### config.mk
export PLATFORM = sky130hd
export DESIGN_NAME = spi_mh_host
export DESIGN_NICKNAME = d
export VERILOG_FILES = /design/src/rtl/spi_mh_host.sv
export SDC_FILE = /design/constraint.sdc
export NUM_CORES = 1
export LEC_CHECK = 0
export BUFFER_PORTS_ARGS = -buffer_cell sky130_fd_sc_hd__buf_2
export CORE_ASPECT_RATIO = 0.6
export CORE_MARGIN = 2
export CORE_UTILIZATION = 47
export DETAILED_ROUTE_END_ITERATION = 8
export GPL_ROUTABILITY_DRIVEN = 0
export HOLD_SLACK_MARGIN = 0.02
export PLACE_DENSITY_LB_ADDON = 0.3
export SYNTH_ARGS = -nofsm -noshare
export SYNTH_HDL_FRONTEND = slang
export SYNTH_SLANG_ARGS = --single-unit
### constraint.sdc
create_clock -name clk -period 1.7 [get_ports clk]
set_input_delay 0.255 -clock clk [delete_from_list [all_inputs] [get_ports clk]]
set_output_delay 0.255 -clock clk [all_outputs]
set_load 0.02 [all_outputs]
### src/rtl/spi_mh_host.sv
module spi_mh_host #(
  parameter int DW   = 8,
  parameter int HALF = 2
) (
  input  logic          clk,
  input  logic          rst_n,
  input  logic          ctrl_we,
  input  logic [3:0]    ctrl_wdata,
  input  logic          flag_we,
  input  logic [1:0]    flag_wdata,
  input  logic          data_we,
  input  logic [DW-1:0] data_wdata,
  output logic          host_en,
  output logic          fault_flag,
  output logic          done_flag,
  output logic          irq,
  output logic          busy,
  output logic [DW-1:0] rx_data,
  input  logic          ss_i,
  output logic          ss_oe,
  output logic          sck_o,
  output logic          sck_oe,
  output logic          mosi_o,
  output logic          mosi_oe,
  input  logic          miso_i,
  output logic          miso_oe
);
  localparam int PER = 2 * HALF;
  localparam int PW  = $clog2(PER);
  localparam int BW  = $clog2(DW);

  logic          mon_dis, ss_out, irq_en;
  logic [1:0]    ss_sync;
  logic [PW-1:0] ph;
  logic [BW-1:0] bitn;
  logic [DW-1:0] tx_sh, rx_sh;
  logic          fault, start, ph_end, last_bit;

  assign fault    = host_en & ~mon_dis & ~ss_out & ~ss_sync[1];
  assign start    = data_we & host_en & ~busy & ~fault;
  assign ph_end   = (ph == PW'(PER - 1));
  assign last_bit = (bitn == BW'(DW - 1));

  always_ff @(posedge clk or negedge rst_n)
    if (!rst_n) ss_sync <= 2'b11;
    else        ss_sync <= {ss_sync[0], ss_i};

  always_ff @(posedge clk or negedge rst_n)
    if (!rst_n) begin
      host_en <= 1'b0;
      mon_dis <= 1'b0;
      ss_out  <= 1'b0;
      irq_en  <= 1'b0;
    end else begin
      if (ctrl_we) begin
        host_en <= ctrl_wdata[0];
        mon_dis <= ctrl_wdata[1];
        ss_out  <= ctrl_wdata[2];
        irq_en  <= ctrl_wdata[3];
      end
      if (fault) host_en <= 1'b0;
    end

  always_ff @(posedge clk or negedge rst_n)
    if (!rst_n) fault_flag <= 1'b0;
    else if (fault) fault_flag <= 1'b1;
    else if (flag_we && flag_wdata[0]) fault_flag <= 1'b0;

  always_ff @(posedge clk or negedge rst_n)
    if (!rst_n) begin
      busy      <= 1'b0;
      ph        <= '0;
      bitn      <= '0;
      tx_sh     <= '0;
      rx_sh     <= '0;
      rx_data   <= '0;
      done_flag <= 1'b0;
    end else begin
      if (flag_we && flag_wdata[1]) done_flag <= 1'b0;
      if (fault) begin
        busy <= 1'b0;
        ph   <= '0;
        bitn <= '0;
      end else if (start) begin
        busy  <= 1'b1;
        ph    <= '0;
        bitn  <= '0;
        tx_sh <= data_wdata;
      end else if (busy) begin
        ph <= ph_end ? '0 : ph + 1'b1;
        if (ph == PW'(HALF - 1)) rx_sh <= {rx_sh[DW-2:0], miso_i};
        if (ph_end) begin
          tx_sh <= {tx_sh[DW-2:0], 1'b0};
          bitn  <= bitn + 1'b1;
          if (last_bit) begin
            busy      <= 1'b0;
            done_flag <= 1'b1;
            rx_data   <= rx_sh;
          end
        end
      end
    end

  assign irq     = fault_flag & irq_en;
  assign sck_o   = busy & (ph >= PW'(HALF));
  assign mosi_o  = tx_sh[DW-1];
  assign sck_oe  = host_en;
  assign mosi_oe = host_en;
  assign miso_oe = 1'b0;
  assign ss_oe   = ss_out;

  a_r7_fault_drops_host: assert property (@(posedge clk) disable iff (!rst_n)
    fault |=> !host_en);
  a_r12_fault_sets_flag: assert property (@(posedge clk) disable iff (!rst_n)
    fault |=> fault_flag);
  a_r11_fault_aborts: assert property (@(posedge clk) disable iff (!rst_n)
    fault |=> (!busy && !sck_o));
  a_r9_host_falls_only_by_cause: assert property (@(posedge clk) disable iff (!rst_n)
    $fell(host_en) |-> ($past(fault) || $past(ctrl_we && !ctrl_wdata[0])));
  a_r4_ignored_select_keeps_host: assert property (@(posedge clk) disable iff (!rst_n)
    (host_en && (mon_dis || ss_out) && !ctrl_we) |=> host_en);
  a_r2_no_start_when_off: assert property (@(posedge clk) disable iff (!rst_n)
    (!host_en && !busy) |=> !busy);
  a_r3_done_after_busy: assert property (@(posedge clk) disable iff (!rst_n)
    $rose(done_flag) |-> $past(busy));
endmodule

After elaboration in Yosys (flattened, before gate mapping)

Cells that the tools add are included.

Reductions and logical operators: 12
Bitwise operators: 14
$lt $le $gt $ge: 1
Mux-type cells: 26
Add/sub/neg operators: 2
Eq/ne operators: 3

Operators with widths:

| operator                                                               | number |
|---|---|
| 8-bit 2-to-1 mux                                                       | 3 |
| 1-bit 2-to-1 mux                                                       | 15 |
| 3-bit 2-to-1 mux                                                       | 4 |
| 1-bit bitwise AND                                                      | 8 |
| 2-bit 2-to-1 mux                                                       | 4 |
| 2-bit nonzero test                                                     | 4 |
| 1-bit inverter                                                         | 6 |
| 3-bit nonzero test                                                     | 2 |
| 5-bit AND reduction                                                    | 1 |
| 4-bit AND reduction                                                    | 1 |
| 3-bit by 1-bit adder with 3-bit output (second input constant)         | 1 |
| 3-bit equality test (second input constant)                            | 1 |
| 3-bit AND reduction                                                    | 1 |
| 2-bit by 1-bit adder with 2-bit output (second input constant)         | 1 |
| 2-bit by 1-bit equality test with 1-bit output (second input constant) | 1 |
| 2-bit equality test (second input constant)                            | 1 |
| 2-bit >= comparator (second input constant)                            | 1 |
| 1-bit logical AND                                                      | 2 |
| 2-bit AND reduction                                                    | 1 |

Register bits after elaboration: 38

Depth between registers and ports, before layout

Gate-level depths: netlist of the first run.

Word-level depth: 8
Mapped depth: 5
Gate-level depth less buffers: 5

Worst setup path after synthesis of the first run

No wires, ideal clock.

Path kind: register to register
Start: register ss_out (netlist: ss_oe)
End: register rx_sh[0]
Cell stages (with the launch flop): 5
Slack: -0.058 ns
Path buffers: 1
Data required time: 1.575 ns
Arrival: 1.634 ns
Library setup time: 0.125 ns
Clock period less this slack: 1.758 ns
Cells stage by stage: dfrtp_1 > or4b_4 > buf_6 > nand3_4 > mux2_2

Word-level cells in the longest chain between the ends: 7

RTL lines:

| element                                | line | RTL |
|---|---|---|
| from (decl)                            | 32   | `logic mon_dis, ss_out, irq_en;` |
| from (signal assigned)                 | 58   | `ss_out <= ctrl_wdata[2];` |
| 1-bit inverter *                       | 39   | `assign fault = host_en & ~mon_dis & ~ss_out & ~ss_sync[1];` |
| 1-bit bitwise AND * (2 in series)      | 39   |  |
| 1-bit inverter (no source line) *      | -    |  |
| 1-bit bitwise AND                      | 40   | `assign start = data_we & host_en & ~busy & ~fault;` |
| 1-bit inverter (no source line)        | -    |  |
| 4-bit AND reduction (no source line) * | -    |  |
| to (signal assigned)                   | 91   | `if (ph == PW'(HALF - 1)) rx_sh <= {rx_sh[DW-2:0], miso_i};` |
| to (decl)                              | 36   | `logic [DW-1:0] tx_sh, rx_sh;` |

Every way passes the cells marked *; elsewhere a longest branch is shown, timed or not.
A chain may end at the register's enable or synchronous reset.

Worst setup path after layout of the first run

Start: register mon_dis
End: register rx_data[1]

Word-level cells in the longest chain between the ends: 8

RTL lines:

| element                                | line | RTL |
|---|---|---|
| from (decl)                            | 32   |  |
| from (signal assigned)                 | 57   | `mon_dis <= ctrl_wdata[1];` |
| 1-bit inverter *                       | 39   |  |
| 1-bit bitwise AND * (3 in series)      | 39   |  |
| 1-bit inverter (no source line) *      | -    |  |
| 1-bit bitwise AND                      | 40   |  |
| 1-bit inverter (no source line)        | -    |  |
| 5-bit AND reduction (no source line) * | -    |  |
| to (signal assigned)                   | 98   | `rx_data <= rx_sh;` |
| to (decl)                              | 18   | `output logic [DW-1:0] rx_data,` |

Marked as above.

==> results.cfg, run 1 <==
[cts]
post_cts_buffers = 0
numCtsBuffers = 5
worstSkewPairLatency_ps = 280
clk_pin_slew_ps = 60
clock_path_buffers = 2
cts_tree = done
cts.sinks = 38
h-tree-depth = 2
ctsRootBufferMaster = clkbuf_8

[timing]
min_period_ps = 1638
worst_clock_skew_ps = 3.870
finalSetupViolations = 0
tns_ps = 0
final_hold_viol_count = 0
rsz0062_at_grt = false
timing_max_transition_violations_final = 0
fmax_mhz = 610.4
period_share_pct = 96.37
setup_slack_ps = 61.63

[drt]
num_vias = 1258
viasPerCell = 5.422
drtIter0Drc = 95
first_pass_iters = 5
antenna_left = 0
wire_per_inst_um = 15.52
wl_mm = 3.600
drc = 0

[setup_path]
rr_worst_depth = 3
startpoint_type = flip-flop
required_ps = 1860
crit_fanout = 9
critPathCaptureType = flip-flop
arrival_ps = 1800
crit_type = flip-flop to flip-flop

[grt]
grt_pass1_wl_mm = 6.161
antenna_found_initial = 0
busiest_layer = met2
grt_util_all_layers_pct = 20.63
grt_remaining_overflow = 0
met2_usage_pct = 32.51
grt_max_degree = 21
grt_pass1_vias = 1294
grt_use_met3_pct = 5.396
grtUsageMet1_pct = 27.28

[outcome]
status = finished, final reports clean

[finish]
area_growth_pct = 22.68
n_fill_cell = 273
diodes = 0
nNetsFinal = 213
final_cell_mix = 38 x buf_2, 34 x dfrtp_1, 19 x mux2_2
mostFrequentLayoutCell = buf_2
drive_gt1_share_pct = 45.45
fin_cells = 232

[die]
core.rowCount = 16
die_h_um = 50.42
ios = 40
chipWidth_um = 81.37
die-area_um2 = 4102
coreArea_um2 = 3343
start_util_pct = 50.49

[hold_path]
hold_depth = 1
holdCritPathClass = primary input to flip-flop

[power]
leakage_uw = 0.001020
irDropWorstVdd_uv = 715.8
power.total_uw = 2935
p_per_area_nw_per_um2 = 1418

[synthesis]
ys_ff_latch = 38
ys_types = 32
yosysSeqAreaShare_pct = 56.49
syn_inst = 139
synth_area_um2 = 1688
yosys_warnings = 0
synth.avg_cell_area_um2 = 12.14
synth_fp_nets = 164

[placed_design]
dp_worst_setup_slack_ps = -9.474
io_buffer_count = 38
dp_hpwl_mm = 2.700
dpl.cell_count = 225

[flow_run]
maxCapViolCount = 0
==> synth_stat cells <==
cell,instances,area share (%)
dfrtp_1,36,53
mux2_2,19,13
nand2_1,11,2.4
o21ai_0,8,2.4
a31oi_1,7,2.6
nand4_1,7,2.6
nor3_1,7,2.1
nor2_1,5,1.1
buf_4,4,1.8
ha_1,4,3.0
clkbuf_1,3,0.67
nand3_1,3,0.89
a21oi_1,2,0.59
and2_1,2,0.74
dfstp_2,2,3.1
inv_1,2,0.44
mux2i_1,2,1.2
a211oi_1,1,0.44
buf_2,1,0.30
buf_6,1,0.67
conb_1,1,0.22
nand3_4,1,1.0
nand3b_1,1,0.44
nand4_2,1,0.74
nor2b_1,1,0.37
nor3_2,1,0.59
nor4b_2,1,0.89
o21a_1,1,0.44
o221ai_1,1,0.52
or2_2,1,0.37
or4b_4,1,0.82
xor2_1,1,0.52
==> area by class of cell <==
class                   instances  area, µm²  area share [%]
multi-input cells              90      678.2           32.75
clock buffers                   6      82.58           3.988
flip-flops and latches         38      955.9           46.16
well taps                      45      56.30           2.719
repair buffers                 51      290.3           14.02
inverters                       2      7.507          0.3625
==> per-layer routing <==
metal  up-vias  wire length [µm]  share of wire [%]
met2        55              1621                 45
met4         0                49                1.4
li1        592                 -                  -
met3         7               249                6.9
met1       604              1679                 47
met5         -                 0                  0
==> through the flow <==
step / hold slack [ps] / util, % / area (µm²)
after global routing: 60.70 / 61.94 / 2071
final: 71.05 / 61.94 / 2071
after floorplan: -40.59 / - / 1690
after global placement: 211.7 / 58.91 / 1969
after detailed placement: 218.1 / 58.91 / 1969
after CTS: 63.03 / 61.94 / 2071
==> report_power, final <==
group          internal [µW]  leakage [µW]  switching [µW]
Sequential              1180      0.000472             204
Clock                    312     0.0000431             272
Combinational            445      0.000505             521
==> worst max-delay path, cell delays in order, from the launching register on <==
cell and delay, ps:
dfrtp_1 380, or4b_4 580, nand4_4 200, mux2_2 360
==> flip-flops by register name, summed over array words and instances, names as in the netlist <==
signal / count
rx_data: 8
rx_sh: 8
tx_sh: 8
bitn: 3
ph: 2
ss_sync: 2
busy: 1
done_flag: 1
fault_flag: 1
host_en: 1
irq_en: 1
mon_dis: 1
ss_oe: 1
==> final timing paths <==
path | from | end | slack, ps
worst max-delay path | mon_dis | rx_data[1] | 60
worst min-delay path | ss_i | ss_sync[0] | 70
worst max register to register | mon_dis | rx_data[1] | 60
worst min register to register | ss_sync[0] | ss_sync[1] | 360
max in group asynchronous | rst_n | rx_data[0] | 730
min in group asynchronous | rst_n | ph[0] | 450
==> what timing repair did <==
action	CTS	global route
hold buffers	1	0
gates resized for setup	1	0
setup endpoints to repair	7	0
hold endpoints to repair	16	0
==> kinds of logic (layout without fill, tap and decap cells) <==
| family | count (synthesis) | after routing | share of synthesized area, % |
|---|---|---|---|
| AND/OR/NAND/NOR | 43 | 43 | 15.12 |
| flip-flops | 38 | 38 | 56.49 |
| multiplexers | 21 | 21 | 13.86 |
| AO/OA/AOI/OAI | 20 | 20 | 6.969 |
| buffers and inverters | 11 | 59 | 3.855 |
| adder cells (fa/ha/maj) | 4 | 4 | 2.965 |
| other | 1 | 1 | 0.2222 |
| XOR/XNOR | 1 | 1 | 0.5190 |
No activity file was read; power rests on OpenSTA's default activity.
==> inputs of run 2 (changes only) <==
Settings changed: ABC_AREA set to 1.
==> run 2 against run 1 <==
Area after synthesis up 3.1%. Clock power increased by 21%. Power fell by 3.3%. Critical path depth rose by 4. Combinational power shrank 14%. Critical endpoint is now tx_sh[5]. First-iteration DRC count decreased by 49%. Via count up 2.7%. Final cell count is 22% higher. Non-clock buffer count shrank 11. Largest power group unchanged. Clock-buffer cell count increased by 2. Fmax up 6.7%.
==> results.cfg, run 2 <==
[setup_path]
startpoint_type = flip-flop
cp-startpoint = host_en
rr_worst_depth = 7
arrival_ps = 1710
required_ps = 1880
crit_type = flip-flop to flip-flop
crit_fanout = 17
crit_path_end = tx_sh[5]
reg2reg_to = tx_sh[5]
r2r_start = host_en
critPathCaptureType = flip-flop
ff2ff_setup_slack_ps = 160

[finish]
n_fill_cell = 319
fin_area_um2 = 2091
diodes = 0
reg_top3 = rx_data: 8 flops, rx_sh: 8 flops, tx_sh: 8 flops
area_growth_pct = 20.13
nNetsFinal = 259
seqCellArea_um2 = 953.4
mostFrequentLayoutCell = nand2_1
drive_gt1_share_pct = 29.79
multi_input_comb_area_um2 = 635.6
final_cell_mix = 59 x nand2_1, 38 x buf_2, 36 x dfrtp_1

[synthesis]
ys.flop_type = dfrtp_1
yosys_warnings = 0
synth_edf_count = 0
synth_area_um2 = 1740
synth.most_common_cell = nand2_1
synth.avg_cell_area_um2 = 9.018
yosysSeqAreaShare_pct = 54.78
ys_types = 25
syn_inst = 193
synth_fp_nets = 218
ys_ff_latch = 38
yosys-top-cells-count = 59 x nand2_1, 36 x dfrtp_1, 27 x inv_1, 15 x nand3_1, 9 x o21ai_1
netlist.top_cell.by_area = dfrtp_1
yosysTopAreaCellShare_pct = 51.76
synthArstFlopShare_pct = 100.0
ys_top_cells_by_area = dfrtp_1 52%, nand2_1 13%, inv_1 5.8%, nand3_1 4.3%, o21ai_2 4.0%

[timing]
period_share_pct = 90.32
min_period_ps = 1535
finalSetupViolations = 0
worst_clock_skew_ps = 3.339
rsz0062_at_grt = false
timing_max_transition_violations_final = 0
fmax_mhz = 651.3
tns_ps = 0
final_hold_viol_count = 0

[power]
leakage_uw = 0.001165
p_per_area_nw_per_um2 = 1358
irDropWorstVdd_uv = 520.6

[grt]
grt_util_all_layers_pct = 16.56
grt_pass1_vias = 1170
antenna_found_initial = 0
grt_remaining_overflow = 0
grt_pass1_wl_mm = 5.078
grt_max_degree = 21

[drt]
wire_per_inst_um = 10.76
first_pass_iters = 4
viasPerCell = 4.582
wl_mm = 3.033
antenna_left = 0
drtIter0Drc = 48
drc = 0
num_vias = 1292

[die]
die_h_um = 51.14
ios = 40
start_util_pct = 48.13
die-area_um2 = 4222
chipWidth_um = 82.56
core.rowCount = 17
coreArea_um2 = 3616

[cts]
cts_tree = done
h-tree-depth = 2
clk_pin_slew_ps = 70
post_cts_buffers = 0
ctsRootBufferMaster = clkbuf_8
numCtsBuffers = 5
worstSkewPairLatency_ps = 280
clock_path_buffers = 2
cts.sinks = 38

[hold_path]
holdCritPathClass = primary input to flip-flop

[placed_design]
io_buffer_count = 38
placed_area_um2 = 1963
dp_hpwl_mm = 2.232

[flow_run]
maxCapViolCount = 0

[outcome]
status = finished, final reports clean
[run 2: changes by cell type after synthesis, moves of 4 or more]
| cell | change |
|---|---|
| nand4_1 | -7 |
| o21ai_0 | -7 |
| o21ai_2 | +8 |
| mux2_2 | -16 |
| nand3_1 | +12 |
| inv_1 | +25 |
| nor3_1 | -7 |
| o21ai_1 | +9 |
| a31oi_1 | -7 |
| nand2_1 | +48 |
| nand2_2 | +4 |
[run 2: kinds of logic (layout without fill, tap and decap cells)]
family          count (synthesis)  in the layout  synth area share, %
simple gates                   87             87                22.21
flops                          38             38                54.78
buf+inv                        36             78                9.130
compound gates                 23             23                8.339
fa+ha+maj                       4              4                2.876
mux                             3              3                1.941
other cells                     1              1               0.2155
xor+xnor                        1              1               0.5033
[run 2: layer usage]
| metal | wire [µm] | up-vias | track usage (%) | share of wire [%] |
|---|---|---|---|---|
| met4 | 46 | 0 | 7.377 | 1.5 |
| met1 | 1521 | 568 | 22.67 | 50 |
| met3 | 187 | 6 | 5.300 | 6.2 |
| met2 | 1278 | 38 | 24.06 | 42 |
| li1 | - | 680 | - | - |
| met5 | 0 | - | 0 | 0 |
[run 2: final cells by class]
class                      count  share of cell area [%]
timing repair buffer          40                   10.53
sequential                    38                   45.60
multi-input combinational    119                   30.40
clock buffer                   8                   5.266
tap                           47                   2.813
inverter                      30                   5.386
[run 2: stage by stage]
step / cells / util, % / power, µW / hold WS [ps] / worst slack (ps)
after floorplan: 193 / - / 1916 / -40.59 / 390.2
after global placement: 273 / 54.29 / 2104 / 223.7 / 186.3
after detailed placement: 273 / 54.29 / 2128 / 227.7 / 158.6
after CTS: 282 / 57.61 / 2850 / 54.78 / 142.4
after global routing: 282 / 57.82 / 3068 / 46.45 / 13.69
final: 282 / 57.82 / 2838 / 63.82 / 164.6
[run 2: worst min path at each step]
stage,from,endpoint,slack [ps],cells past startpoint
6_report,ss_i,ss_sync[0],60,1
5_1_grt,ss_i,ss_sync[0],50,1
3_3_place_gp,rst_n,tx_sh[7],220,1
3_5_place_dp,rst_n,tx_sh[7],230,1
2_1_floorplan,rst_n,bitn[0],-40,0
4_1_cts,ss_i,ss_sync[0],50,1
[run 2: critical path: stages (launching register included)]
cell	delay [ps]
dfrtp_1	430
inv_1	70
nor2_1	120
nand2_2	260
nand2_2	290
inv_2	110
nand3_1	100
nand2_1	60
[run 2: report_power, final]
group	leakage, µW	switching [µW]	internal, µW	total [µW]
clock	0.0000575	296	409	706
combinational	0.000617	523	306	829
sequential	0.000491	159	1140	1300
[run 2: timing repair]
action,in CTS,in global routing
setup endpoints to repair,0,2
hold buffers,1,0
endpoints found under the hold margin,18,0
resized for setup,0,1
